`config.mk`:
```
export PLATFORM = sky130hd
export DESIGN_NAME = uart_flow_ctrl
export DESIGN_NICKNAME = d
export VERILOG_FILES = /design/src/rtl/uart_fc_pkg.sv /design/src/rtl/fc_sync.sv /design/src/rtl/fc_rts_ctrl.sv /design/src/rtl/fc_cts_gate.sv /design/src/rtl/fc_irq_ctrl.sv /design/src/rtl/uart_flow_ctrl.sv
export SDC_FILE = /design/constraint.sdc
export NUM_CORES = 1
export LEC_CHECK = 0
export ABC_CLOCK_PERIOD_IN_PS = 1800
export BUFFER_PORTS_ARGS = -buffer_cell sky130_fd_sc_hd__buf_2
export CAP_MARGIN = 10
export CORE_AREA = 4 4 41 43
export DETAILED_ROUTE_END_ITERATION = 10
export DIE_AREA = 0 0 45 47
export GPL_ROUTABILITY_DRIVEN = 0
export PLACE_DENSITY_LB_ADDON = 0.05
export RECOVER_POWER = 25
export SLEW_MARGIN = 25
export SYNTH_ARGS = -nofsm -noshare
export SYNTH_HDL_FRONTEND = slang
export SYNTH_SLANG_ARGS = --single-unit
```
`constraint.sdc`:
```
create_clock -name clk -period 1.8 [get_ports clk]
set_input_delay 0.09 -clock clk [delete_from_list [all_inputs] [get_ports clk]]
set_output_delay 0.09 -clock clk [all_outputs]
set_load 0.02 [all_outputs]
```
`src/rtl/uart_fc_pkg.sv`:
```
package uart_fc_pkg;

    localparam int unsigned TRIG_SEL_W = 2;

    typedef enum logic [TRIG_SEL_W-1:0] {
        TRIG_ONE      = 2'd0,
        TRIG_FOUR     = 2'd1,
        TRIG_EIGHT    = 2'd2,
        TRIG_FOURTEEN = 2'd3
    } trig_sel_e;

    // the three fill counts tied to one trigger selection
    typedef struct packed {
        logic [7:0] fire;
        logic [7:0] off_at;
        logic [7:0] on_at;
    } trig_points_t;

    // events passed to the flag logic
    typedef struct packed {
        logic rts_rise;
        logic cts_release;
    } fc_event_t;

    function automatic trig_points_t trig_points(trig_sel_e sel);
        trig_points_t p;
        case (sel)
            TRIG_ONE:      p = '{fire: 8'd1,  off_at: 8'd4,  on_at: 8'd0};
            TRIG_FOUR:     p = '{fire: 8'd4,  off_at: 8'd8,  on_at: 8'd1};
            TRIG_EIGHT:    p = '{fire: 8'd8,  off_at: 8'd14, on_at: 8'd4};
            default:       p = '{fire: 8'd14, off_at: 8'd14, on_at: 8'd8};
        endcase
        return p;
    endfunction

endpackage

```
`src/rtl/fc_sync.sv`:
```
module fc_sync #(
    parameter int unsigned STAGES    = 2,
    parameter logic        RESET_VAL = 1'b0
) (
    input  logic clk,
    input  logic rst,
    input  logic d_async,
    output logic q_sync
);
    logic [STAGES-1:0] chain;

    generate
        for (genvar i = 0; i < STAGES; i++) begin : g_stage
            if (i == 0) begin : g_first
                always_ff @(posedge clk) begin
                    if (rst) chain[0] <= RESET_VAL;
                    else     chain[0] <= d_async;
                end
            end else begin : g_next
                always_ff @(posedge clk) begin
                    if (rst) chain[i] <= RESET_VAL;
                    else     chain[i] <= chain[i-1];
                end
            end
        end
    endgenerate

    assign q_sync = chain[STAGES-1];
endmodule

```
`src/rtl/fc_rts_ctrl.sv`:
```
module fc_rts_ctrl #(
    parameter int unsigned CNT_W = 5
) (
    input  logic             clk,
    input  logic             rst,
    input  logic [CNT_W-1:0] rx_count,
    input  logic [CNT_W-1:0] off_at,
    input  logic [CNT_W-1:0] on_at,
    input  logic             auto_rts_en,
    input  logic             sw_rts,
    output logic             rts_n,
    output logic             rts_rise
);
    logic rts_q, rts_d;
    logic armed_q, armed_d;
    logic at_off, at_on;

    assign at_off = (rx_count >= off_at);
    assign at_on  = (rx_count <= on_at);

    always_comb begin
        rts_d   = rts_q;
        armed_d = armed_q;
        if (!(auto_rts_en && sw_rts)) begin
            rts_d   = ~sw_rts;
            armed_d = 1'b0;
        end else if (!armed_q) begin
            rts_d   = at_off;
            armed_d = 1'b1;
        end else if (at_off) begin
            rts_d = 1'b1;
        end else if (at_on) begin
            rts_d = 1'b0;
        end
    end

    always_ff @(posedge clk) begin
        if (rst) begin
            rts_q   <= 1'b1;
            armed_q <= 1'b0;
        end else begin
            rts_q   <= rts_d;
            armed_q <= armed_d;
        end
    end

    assign rts_n    = rts_q;
    assign rts_rise = rts_d & ~rts_q;

    a_r3_manual_follow: assert property (@(posedge clk) disable iff (rst)
        !auto_rts_en |=> (rts_n == !$past(sw_rts)));
    a_r5_release: assert property (@(posedge clk) disable iff (rst)
        (auto_rts_en && sw_rts && at_off) |=> rts_n);
    a_r6_reassert: assert property (@(posedge clk) disable iff (rst)
        (auto_rts_en && sw_rts && at_on && !at_off) |=> !rts_n);
    a_r4_idle_high: assert property (@(posedge clk) disable iff (rst)
        (auto_rts_en && !sw_rts) |=> rts_n);
endmodule

```
`src/rtl/fc_cts_gate.sv`:
```
module fc_cts_gate (
    input  logic clk,
    input  logic rst,
    input  logic auto_cts_en,
    input  logic cts_s,
    input  logic tx_busy,
    output logic tx_allow,
    output logic cts_release
);
    logic hold_q;
    logic cts_prev_q;

    always_ff @(posedge clk) begin
        if (rst) begin
            hold_q     <= 1'b0;
            cts_prev_q <= 1'b0;
        end else begin
            cts_prev_q <= cts_s;
            if (!auto_cts_en || !cts_s) hold_q <= 1'b0;
            else if (!tx_busy)          hold_q <= 1'b1;
        end
    end

    assign tx_allow    = ~hold_q;
    assign cts_release = cts_s & ~cts_prev_q;

    a_r10_no_auto: assert property (@(posedge clk) disable iff (rst)
        !auto_cts_en |=> tx_allow);
    a_r9_frame_done: assert property (@(posedge clk) disable iff (rst)
        (tx_busy && tx_allow) |=> tx_allow);
endmodule

```
`src/rtl/fc_irq_ctrl.sv`:
```
module fc_irq_ctrl #(
    parameter int unsigned CNT_W = 5
) (
    input  logic                  clk,
    input  logic                  rst,
    input  logic [CNT_W-1:0]      rx_count,
    input  logic [CNT_W-1:0]      fire_at,
    input  logic                  rx_irq_en,
    input  logic                  rts_irq_en,
    input  logic                  cts_irq_en,
    input  uart_fc_pkg::fc_event_t ev,
    input  logic                  flag_clr,
    output logic                  rx_trig_irq,
    output logic                  fc_irq
);
    logic flag_q, rx_q, set_flag;

    assign set_flag = (ev.rts_rise & rts_irq_en) | (ev.cts_release & cts_irq_en);

    always_ff @(posedge clk) begin
        if (rst) begin
            flag_q <= 1'b0;
            rx_q   <= 1'b0;
        end else begin
            rx_q <= rx_irq_en && (rx_count >= fire_at);
            if (set_flag)      flag_q <= 1'b1;
            else if (flag_clr) flag_q <= 1'b0;
        end
    end

    assign rx_trig_irq = rx_q;
    assign fc_irq      = flag_q;

    a_r7_rts_flag: assert property (@(posedge clk) disable iff (rst)
        (ev.rts_rise && rts_irq_en) |=> fc_irq);
    a_r11_cts_flag: assert property (@(posedge clk) disable iff (rst)
        (ev.cts_release && cts_irq_en) |=> fc_irq);
    a_r12_flag_holds: assert property (@(posedge clk) disable iff (rst)
        (fc_irq && !flag_clr) |=> fc_irq);
    a_r12_flag_clears: assert property (@(posedge clk) disable iff (rst)
        (flag_clr && !ev.rts_rise && !ev.cts_release) |=> !fc_irq);
endmodule

```
`src/rtl/uart_flow_ctrl.sv`:
```
module uart_flow_ctrl
    import uart_fc_pkg::*;
#(
    parameter int unsigned FIFO_DEPTH  = 16,
    parameter int unsigned SYNC_STAGES = 2,
    localparam int unsigned CNT_W      = $clog2(FIFO_DEPTH + 1)
) (
    input  logic             clk,
    input  logic             rst,
    input  logic [CNT_W-1:0] rx_count,
    input  logic [1:0]       trig_sel,
    input  logic             auto_rts_en,
    input  logic             sw_rts,
    input  logic             auto_cts_en,
    input  logic             rx_irq_en,
    input  logic             rts_irq_en,
    input  logic             cts_irq_en,
    input  logic             cts_n,
    input  logic             tx_busy,
    input  logic             flag_clr,
    output logic             rts_n,
    output logic             tx_allow,
    output logic             rx_trig_irq,
    output logic             fc_irq
);
    trig_points_t     pts;
    logic [CNT_W-1:0] fire_at, off_at, on_at;
    logic             cts_s;
    fc_event_t        ev;

    assign pts     = trig_points(trig_sel_e'(trig_sel));
    assign fire_at = CNT_W'(pts.fire);
    assign off_at  = CNT_W'(pts.off_at);
    assign on_at   = CNT_W'(pts.on_at);

    fc_rts_ctrl #(.CNT_W(CNT_W)) u_rts (
        .clk(clk), .rst(rst), .rx_count(rx_count), .off_at(off_at), .on_at(on_at),
        .auto_rts_en(auto_rts_en), .sw_rts(sw_rts), .rts_n(rts_n), .rts_rise(ev.rts_rise)
    );

    fc_sync #(.STAGES(SYNC_STAGES), .RESET_VAL(1'b0)) u_sync (
        .clk(clk), .rst(rst), .d_async(cts_n), .q_sync(cts_s)
    );

    fc_cts_gate u_cts (
        .clk(clk), .rst(rst), .auto_cts_en(auto_cts_en), .cts_s(cts_s),
        .tx_busy(tx_busy), .tx_allow(tx_allow), .cts_release(ev.cts_release)
    );

    fc_irq_ctrl #(.CNT_W(CNT_W)) u_irq (
        .clk(clk), .rst(rst), .rx_count(rx_count), .fire_at(fire_at),
        .rx_irq_en(rx_irq_en), .rts_irq_en(rts_irq_en), .cts_irq_en(cts_irq_en),
        .ev(ev), .flag_clr(flag_clr), .rx_trig_irq(rx_trig_irq), .fc_irq(fc_irq)
    );
endmodule

```
==> reports/qor.txt <==
Status: finished, final reports clean
Mapped cell area: 536.8 um2
Number of CTS-inserted buffers: 3
Syn avg cell area: 8.387 um2
Slew Limit Fails: 0
Worst path required time: 1.92 ns
Final Skew: 0.003984 ns
Combinational share of power: 23.0%
Sw power: 106.6 uW
CTS tree: yes
Slowest stage delay, CP: 0.36 ns
# IOs: 22
First-pass GRT wire length: 1.628 mm
Setup WS post-layout: 0.5844 ns
Routed WL: 1.022 mm
Non-Filler Cell Area, Final: 674.4 um2
Longest Clk Path Bufs: 2
Pleak: 0.0003431 uW
Sequential share of power: 45.5%
Post-CTS Hold Fix Bufs: 0
First-pass DRT Iterations: 4
Post_cts resized: 0
Endpoints failing setup: 0
Core area: 1301 um2
Yosys cell types: 21
Min cycle time layout: 1.216 ns
Slew margin rel.: 80.77%
Synthesized flop and latch total: 8
DRT antenna net count: 0
Detailed Place HPWL: 899 um
H-tree levels: 1
Row count: 13
Crit Path Class: input port to flop
Vias per cell: 4.802
Register area share after synthesis: 29.84%
Crit-path max FO: 8
Sw Share: 25.83%
CTS Sinks: 8
Post-CTS Setup Inserts: 0
Gr usage total: 10.86%
Pre-CTS WS: 0.3388 ns
Crit. End Element: flop
Drt first-iter violations: 6
Root Driver: clkbuf_4
Height of the chip: 47 um
Hold_ws: 0.006038 ns
Syn Nets: 92
Worst-Skew Late Latency: 0.25 ns
Unrepaired setup endpoints after global routing: false
Ys Warns: 0
Post-DR wirelength/cell: 10.12 um
Fill count: 144
Remaining Overflow, GRT: 0
Final-report hold violation count: 0
CP Launch Type: input port
Share of cells above drive strength 1: 27.91%
Final worst-path cycle share: 67.53%
Number of I/O port buffers: 21
WP data arrival: 1.34 ns
Initial antenna violation count: 0
Post-Synthesis Cells: 64
Worst VDD drop: 0.0004528 V
Syn-to-layout area delta: 25.64%
Int Pwr: 306.1 uW
Die width: 45 um
Ant. Diodes: 0
DR vias: 485
Post-DP Area: 653.1 um2
Slowest CP cell: a2111oi_2
Initial Util: 41.25%
Pin count of the biggest net entering global routing: 9
Die area: 2115 um2
Pwr/cell area: 612.0 nW/um2
Vias in the first global route: 378
Nets: 116
Clock-pin slew on the worst setup and hold paths: 0.05 ns
Worst-Margin Slew: 0.2884 ns
Max Freq: 0.8227 GHz
DRC violations left: 0
Clock network fraction of total power: 31.5%
Maxcap violations: 0
Setup TNS: 0 ns
Hold Path Class: input port to flop
Worst path cell trace: buf_2 -> nor2_1 -> ha_1 -> nand2b_1 -> a21o_1 -> a2111oi_2 -> nor4b_1
flip-flops by register name, summed over array words and instances (netlist names):
| name | cells |
|---|---|
| u_rts.rts_n | 1 |
| u_sync.q_sync | 1 |
| u_rts.armed_q | 1 |
| u_sync.chain | 1 |
| u_irq.fc_irq | 1 |
| u_cts.cts_prev_q | 1 |
| u_irq.rx_trig_irq | 1 |
| u_cts.hold_q | 1 |
worst max-delay path, delay by kind of cell:
family                   cells  cell delay (ns)
AND/OR/NAND/NOR              3             0.34
buffers and inverters        1             0.14
AO/OA/AOI/OAI                2             0.54
adder cells (fa/ha/maj)      1             0.23
cell type report:
type | count | area (um2) | share of cell area, %
clock buffers | 3 | 22.52 | 3.340
inverters | 8 | 30.03 | 4.453
multi-input cells | 46 | 339.1 | 50.28
repair buffers | 21 | 103.9 | 15.40
well taps | 15 | 18.77 | 2.783
flip-flops and latches | 8 | 160.2 | 23.75
power by group through the flow:
stage | Clock (uW) | Combinational [uW] | Sequential, uW
after global placement | 0 | 95.7 | 191
after CTS | 135 | 96.6 | 188
after floorplan | 0 | 52.9 | 196
final | 130 | 94.8 | 188
after detailed placement | 0 | 96.2 | 191
after global routing | 145 | 110 | 188
logic make-up after synthesis:
family / Yosys count / share of synthesized area [%]
AOI/OAI and AO/OA: 10 / 14.45
adders and majority gates: 10 / 23.31
buffers and inverters: 10 / 6.994
DFF: 8 / 29.84
and+or+nand+nor: 26 / 25.41
cells in the mapped netlist:
master | n | area (um2)
nand4b_1 | 1 | 8.760
a2111oi_2 | 1 | 15.01
nor4b_1 | 1 | 8.760
nor2_1 | 7 | 26.28
nand2b_1 | 3 | 18.77
dfxtp_1 | 8 | 160.2
and3b_1 | 1 | 8.760
o22ai_1 | 1 | 6.260
nand3_1 | 3 | 15.01
a21o_1 | 1 | 7.510
a211o_1 | 1 | 8.760
ha_1 | 10 | 125.1
inv_1 | 8 | 30.03
nor3_1 | 2 | 10.01
nand2_1 | 4 | 15.01
nor2b_1 | 3 | 18.77
a21oi_1 | 4 | 20.02
nand4_1 | 1 | 6.260
a311oi_1 | 1 | 8.760
clkbuf_1 | 2 | 7.510
a2111o_1 | 1 | 11.26
per-stage QoR:
| step | total power [uW] | util, % | cells |
|---|---|---|---|
| 6_report | 412.7 | 51.83 | 101 |
| 5_1_grt | 443.0 | 51.83 | 101 |
| 4_1_cts | 419.7 | 51.92 | 101 |
| 3_5_place_dp | 287.6 | 50.19 | 98 |
| 3_3_place_gp | 286.9 | 50.19 | 98 |
| 2_1_floorplan | 248.8 | - | 64 |
placed cells by master, fill, tap and decap left out, drive strengths merged, types with 2 or more instances in the layout:
| cell type | instances |
|---|---|
| nor2b | 3 |
| buf | 20 |
| clkbuf | 4 |
| nor2 | 7 |
| nand2b | 3 |
| nor3 | 2 |
| a21oi | 4 |
| inv | 8 |
| dfxtp | 8 |
| nand2 | 4 |
| ha | 10 |
| nand3 | 3 |
final timing paths:
path	from	depth (start not counted)	to	slack (ns)
max	trig_sel[1]	7	u_irq.rx_trig_irq$_SDFF_PP0_	0.58
min	tx_busy	2	u_cts.hold_q$_SDFFE_PP0N_	0.006
max reg2reg	u_irq.fc_irq$_SDFFE_PP0P_	4	u_irq.fc_irq$_SDFFE_PP0P_	0.85
min reg2reg	u_cts.hold_q$_SDFFE_PP0N_	2	u_cts.hold_q$_SDFFE_PP0N_	0.44
layer usage:
metal  vias up  global-route usage (%)  routed length, um
met4         0                   1.754                  0
met3         0                   5.747                 91
met2        15                   12.99                381
met1       201                   16.74                549
li1        269                       -                  -
met5         -                       0                  0
(Power assumes the default switching activity.)
